`src/rtl/valley_sel_pkg.sv`:
```
package valley_sel_pkg;
  localparam int VAL_W   = 3;
  localparam int VAL_MIN = 1;
  localparam int VAL_MAX = 7;

  // Strobes from window control to the target datapath.
  typedef struct packed {
    logic force1;
    logic stepUp;
    logic stepDown;
  } valley_strb_t;
endpackage

```
`src/rtl/valley_win_ctrl.sv`:
```
module valley_win_ctrl
  import valley_sel_pkg::*;
#(
  parameter int WINDOW_TICKS = 48000
) (
  input  logic         clk,
  input  logic         rstN,
  input  logic         tickEn,
  input  logic         lineHigh,
  input  logic [1:0]   flagsLoLine,
  input  logic [1:0]   flagsHiLine,
  input  logic         overReset,
  input  logic         startPulse,
  input  logic         burstExit,
  output valley_strb_t strb
);
  localparam int CNT_W = (WINDOW_TICKS > 1) ? $clog2(WINDOW_TICKS) : 1;
  localparam logic [CNT_W-1:0] LAST_CNT = CNT_W'(WINDOW_TICKS - 1);

  logic [CNT_W-1:0] winCnt;
  logic stickyLow, stickyHigh;
  logic [1:0] selFlags;
  logic forceNow, lastTick, seenLow, seenHigh;

  // The line-range input picks the active threshold pair.
  assign selFlags = lineHigh ? flagsHiLine : flagsLoLine;
  assign forceNow = overReset | startPulse | burstExit;
  assign lastTick = tickEn && (winCnt == LAST_CNT);
  assign seenLow  = stickyLow  | (tickEn & selFlags[0]);
  assign seenHigh = stickyHigh | (tickEn & selFlags[1]);

  always_comb begin
    strb          = '0;
    strb.force1   = forceNow;
    if (!forceNow && lastTick) begin
      if (seenHigh)      strb.stepDown = 1'b1;
      else if (!seenLow) strb.stepUp   = 1'b1;
    end
  end

  always_ff @(posedge clk or negedge rstN) begin
    if (!rstN) begin
      winCnt     <= '0;
      stickyLow  <= 1'b0;
      stickyHigh <= 1'b0;
    end else if (forceNow || lastTick) begin
      winCnt     <= '0;
      stickyLow  <= 1'b0;
      stickyHigh <= 1'b0;
    end else if (tickEn) begin
      winCnt     <= winCnt + CNT_W'(1);
      stickyLow  <= seenLow;
      stickyHigh <= seenHigh;
    end
  end

  // any force event restarts the window.
  p_force_restart_r6: assert property (@(posedge clk) disable iff (!rstN)
    forceNow |=> (winCnt == '0 && !stickyLow && !stickyHigh));

  // no tick, no movement of the window.
  p_idle_no_advance_r2: assert property (@(posedge clk) disable iff (!rstN)
    (!tickEn && !forceNow) |=> $stable(winCnt));

  // at most one strobe per cycle.
  p_single_strobe_r2: assert property (@(posedge clk) disable iff (!rstN)
    $onehot0({strb.force1, strb.stepUp, strb.stepDown}));

  // a window end leaves no stale sticky state.
  p_sticky_clear_r9: assert property (@(posedge clk) disable iff (!rstN)
    lastTick |=> (!stickyLow && !stickyHigh));
endmodule

```
`src/rtl/valley_target_dp.sv`:
```
module valley_target_dp
  import valley_sel_pkg::*;
(
  input  logic             clk,
  input  logic             rstN,
  input  valley_strb_t     strb,
  output logic [VAL_W-1:0] target
);
  localparam logic [VAL_W-1:0] MIN_V = VAL_W'(VAL_MIN);
  localparam logic [VAL_W-1:0] MAX_V = VAL_W'(VAL_MAX);

  always_ff @(posedge clk or negedge rstN) begin
    if (!rstN)                              target <= MIN_V;
    else if (strb.force1)                   target <= MIN_V;
    else if (strb.stepUp && target < MAX_V) target <= target + VAL_W'(1);
    else if (strb.stepDown && target > MIN_V) target <= target - VAL_W'(1);
  end

  p_range_r10: assert property (@(posedge clk) disable iff (!rstN)
    (target >= MIN_V && target <= MAX_V));

  p_force_one_r6: assert property (@(posedge clk) disable iff (!rstN)
    strb.force1 |=> (target == MIN_V));

  p_step_up_r3: assert property (@(posedge clk) disable iff (!rstN)
    (strb.stepUp && !strb.force1 && target < MAX_V) |=> (target == $past(target) + VAL_W'(1)));

  p_step_down_r5: assert property (@(posedge clk) disable iff (!rstN)
    (strb.stepDown && !strb.force1 && target > MIN_V) |=> (target == $past(target) - VAL_W'(1)));

  p_hold_r4: assert property (@(posedge clk) disable iff (!rstN)
    (!strb.force1 && !strb.stepUp && !strb.stepDown) |=> $stable(target));
endmodule

```
`src/rtl/valley_target_sel.sv`:
```
module valley_target_sel
  import valley_sel_pkg::*;
#(
  parameter int WINDOW_TICKS = 48000
) (
  input  logic       clk,
  input  logic       rstN,
  input  logic       tickEn,
  input  logic       lineHigh,
  input  logic [1:0] flagsLoLine,
  input  logic [1:0] flagsHiLine,
  input  logic       overReset,
  input  logic       startPulse,
  input  logic       burstExit,
  output logic [2:0] valleyTarget
);
  valley_strb_t strb;

  valley_win_ctrl #(.WINDOW_TICKS(WINDOW_TICKS)) u_ctrl (
    .clk(clk), .rstN(rstN), .tickEn(tickEn), .lineHigh(lineHigh),
    .flagsLoLine(flagsLoLine), .flagsHiLine(flagsHiLine),
    .overReset(overReset), .startPulse(startPulse), .burstExit(burstExit),
    .strb(strb)
  );

  valley_target_dp u_dp (
    .clk(clk), .rstN(rstN), .strb(strb), .target(valleyTarget)
  );
endmodule

```
`config.mk`:
```
export PLATFORM = sky130hd
export DESIGN_NAME = valley_target_sel
export DESIGN_NICKNAME = d
export VERILOG_FILES = /design/src/rtl/valley_sel_pkg.sv /design/src/rtl/valley_win_ctrl.sv /design/src/rtl/valley_target_dp.sv /design/src/rtl/valley_target_sel.sv
export SDC_FILE = /design/constraint.sdc
export NUM_CORES = 1
export LEC_CHECK = 0
export BUFFER_PORTS_ARGS = -buffer_cell sky130_fd_sc_hd__clkbuf_2
export CORE_MARGIN = 1
export CORE_UTILIZATION = 33
export CTS_BUF_LIST = sky130_fd_sc_hd__clkbuf_2 sky130_fd_sc_hd__clkbuf_4 sky130_fd_sc_hd__clkbuf_8
export CTS_CLUSTER_DIAMETER = 30
export CTS_CLUSTER_SIZE = 40
export DETAILED_ROUTE_END_ITERATION = 7
export GPL_TIMING_DRIVEN = 0
export PLACE_DENSITY = 0.61
export SETUP_SLACK_MARGIN = 0.15
export SLEW_MARGIN = 20
export SYNTH_ARGS = -nofsm -noshare
export SYNTH_HDL_FRONTEND = slang
export SYNTH_SLANG_ARGS = --single-unit
```
`constraint.sdc`:
```
create_clock -name clk -period 4.8 [get_ports clk]
set_input_delay 1.2 -clock clk [delete_from_list [all_inputs] [get_ports clk]]
set_output_delay 1.2 -clock clk [all_outputs]
set_load 0.02 [all_outputs]
```
==> impl_metrics.json <==
{
  "rsz0062_at_grt": "false",
  "ff2ff_setup_slack_ns": 2.73,
  "finalPower_mw": 0.317,
  "min_period_ns": 2.46,
  "ys_warn_count": 0,
  "ios": 14,
  "dp_hpwl_um": 1900,
  "synth_top_flop_cell": "dfrtp_1",
  "worst_ep_arrival_time_ns": 2.60,
  "critPathLaunchType": "input port",
  "layout_common_cells": "nor2_1 (25), dfrtp_1 (20), clkbuf_2 (13), xnor2_1 (11), nand2_1 (9)",
  "place_congestion": 0.932,
  "vias": 970,
  "final_common_cell": "nor2_1",
  "wl_per_cell_um": 13.1,
  "grt_max_degree": 22,
  "die_w_um": 62.8,
  "synth-xor-area-share": 0.108,
  "drt_iter0_markers": 17,
  "worst_pin_slew_ns": 0.535,
  "criticalPathCategory": "input port to register",
  "synth_edf_count": 0,
  "clk_pin_slew_worst_paths_ns": 0.08,
  "ctsRootBufferMaster": "clkbuf_8",
  "tns_ns": 0,
  "hold-path-endpoint": "u_ctrl.stickyLow",
  "max_freq_ghz": 0.407,
  "r2r_end": "u_ctrl.winCnt[10]",
  "synth_seq_cells": 21,
  "maxSlewViolCount": 0,
  "dieArea_um2": 3940,
  "start_util": 0.354,
  "synth_top_family_by_area": "simple AND/OR/NAND/NOR gates",
  "status": "finished clean",
  "crit_path_end_kind": "register",
  "yosysUniqueCellTypes": 38,
  "syn_area_um2": 1220,
  "antenna_found_initial": 0,
  "setup_viol": 0,
  "layout-drive-gt1-share": 0.183,
  "slew_headroom": 0.643,
  "grt_pass1_wl_um": 4330,
  "clk_path_buf_depth": 2,
  "worst_r2r_path_depth": 7,
  "fin_crit_sh": 0.512,
  "critPathRequiredTime_ns": 4.95,
  "whs_path_depth": 2,
  "ant_nets": 0,
  "port_buffers": 13,
  "vias_per_cell": 5.16,
  "yosys.area_share.simple": 0.272,
  "cts_sinks": 21,
  "synth_compound_area_frac": 0.0945,
  "post-cts-setup-buffers": 0,
  "ys_seq_area_frac": 0.432,
  "cts_tree": "built",
  "synth_fa_ha_area_frac": 0.0411,
  "diodes": 0,
  "synth.area.mux_share": 0.0298,
  "syn_inst": 125,
  "clock_latency_ns": 0.26,
  "routed_wl_um": 2460,
  "fill_cells": 350,
  "hold_buffers": 0,
  "hold_class": "register to register",
  "area_growth_syn_to_layout_pct": 14.1,
  "cts_resized": 0,
  "hold_path.startpoint": "u_ctrl.stickyLow",
  "hold_violations": 0,
  "numCtsBuffers": 3,
  "power_density_nw_per_um2": 228,
  "grt_pass1_vias": 1002,
  "design.core.area_um2": 3440,
  "die_height_um": 62.8,
  "dr.pass1.iters": 4,
  "worst-path-max-fanout": 10,
  "cap_violations": 0,
  "finClkSkew_ns": 0.00119,
  "async_flop_share": 1.00,
  "syn_avg_cell_area_um2": 9.75,
  "p_leak_nw": 0.550,
  "final_nets": 158,
  "reg2reg_from": "u_ctrl.winCnt[0]",
  "drc": 0,
  "rows": 21,
  "vdd_drop_max_mv": 0.177,
  "htreeDepth": 1,
  "gr-total-overflow": 0,
  "grt_use_total": 0.140,
  "syn-num-nets": 140
}
==> stage by stage <==
| step | worst slack, ns | utilization | hold WS [ns] | cells | instance area (um^2) |
|---|---|---|---|---|---|
| after floorplan | 2.33 | - | 0.457 | 125 | 1220 |
| after global placement | 2.13 | 0.390 | 0.483 | 184 | 1340 |
| after detailed placement | 2.06 | 0.390 | 0.522 | 184 | 1340 |
| after CTS | 2.33 | 0.404 | 0.542 | 188 | 1390 |
| after global routing | 2.25 | 0.404 | 0.572 | 188 | 1390 |
| final | 2.34 | 0.404 | 0.534 | 188 | 1390 |
==> how the worst max path moves through the flow <==
| stage | startpoint | to | slack, ns | cells after the start |
|---|---|---|---|---|
| after CTS | tickEn | u_ctrl.winCnt[10] | 2.33 | 7 |
| after global routing | tickEn | u_ctrl.winCnt[13] | 2.25 | 7 |
| after detailed placement | tickEn | u_ctrl.winCnt[10] | 2.06 | 7 |
| final | tickEn | u_ctrl.winCnt[10] | 2.34 | 7 |
| after floorplan | lineHigh | u_dp.target[2] | 2.33 | 5 |
| after global placement | lineHigh | u_dp.target[2] | 2.13 | 6 |
==> area by class of cell <==
cell class,count,area [um^2],area share
plain buffers,2,12.5,0.00900
clock buffers,3,41.3,0.0297
clock inverters,1,7.51,0.00540
inverters,4,15.0,0.0108
multi-input cells,98,664,0.478
flip-flops and latches,21,527,0.379
well taps,46,57.6,0.0414
repair buffers,13,65.1,0.0468
==> flip-flops by register name (all words and copies together) (netlist names) <==
| name | count |
|---|---|
| u_ctrl.winCnt | 16 |
| u_ctrl.stickyLow | 1 |
| u_dp.target | 3 |
| u_ctrl.stickyHigh | 1 |
==> per-layer routing <==
| layer | GRT usage | up-vias | wire length (um) |
|---|---|---|---|
| met3 | 0.0383 | 4 | 87 |
| met5 | 0 | - | 0 |
| met2 | 0.239 | 20 | 1190 |
| li1 | - | 475 | - |
| met4 | 0.0640 | 0 | 45 |
| met1 | 0.162 | 471 | 1130 |
==> cell usage after synthesis, types with 2 or more instances <==
cell type,n,area [um^2]
a211oi_1,2,15.0
a31oi_1,2,12.5
and4_1,2,17.5
dfrtp_1,20,500
ha_1,4,50.1
inv_1,4,15.0
nand2_1,9,33.8
nand3_1,5,25.0
nand3_2,2,20.0
nand4_1,4,25.0
nor2_1,25,93.8
nor3_1,5,25.0
o2111ai_1,2,17.5
or3_1,2,12.5
xnor2_1,11,96.3
xor2_1,4,35.0
==> worst max-delay path, stage by stage <==
cell      delay [ns]
clkbuf_2        0.13
nand3_2         0.11
nor4_4          0.33
nand2_1         0.17
nand2_1         0.28
buf_2           0.29
nor2_1          0.08
==> cells by family (layout without fill, tap and decap cells) <==
group                      after synthesis  after routing
and+or+nand+nor                         62             62
DFF                                     21             21
xor gates and xnor gates                15             15
AOI/OAI and AO/OA                       14             14
buffers and inverters                    6             23
adders and majority gates                4              4
muxes                                    3              3
==> power by group <==
| group | switching [mW] | total [mW] | internal [mW] |
|---|---|---|---|
| Sequential | 0.000552 | 0.178 | 0.177 |
| Clock | 0.0599 | 0.118 | 0.0586 |
| Combinational | 0.0125 | 0.0207 | 0.00819 |
Power figures use the tool's default switching activity.
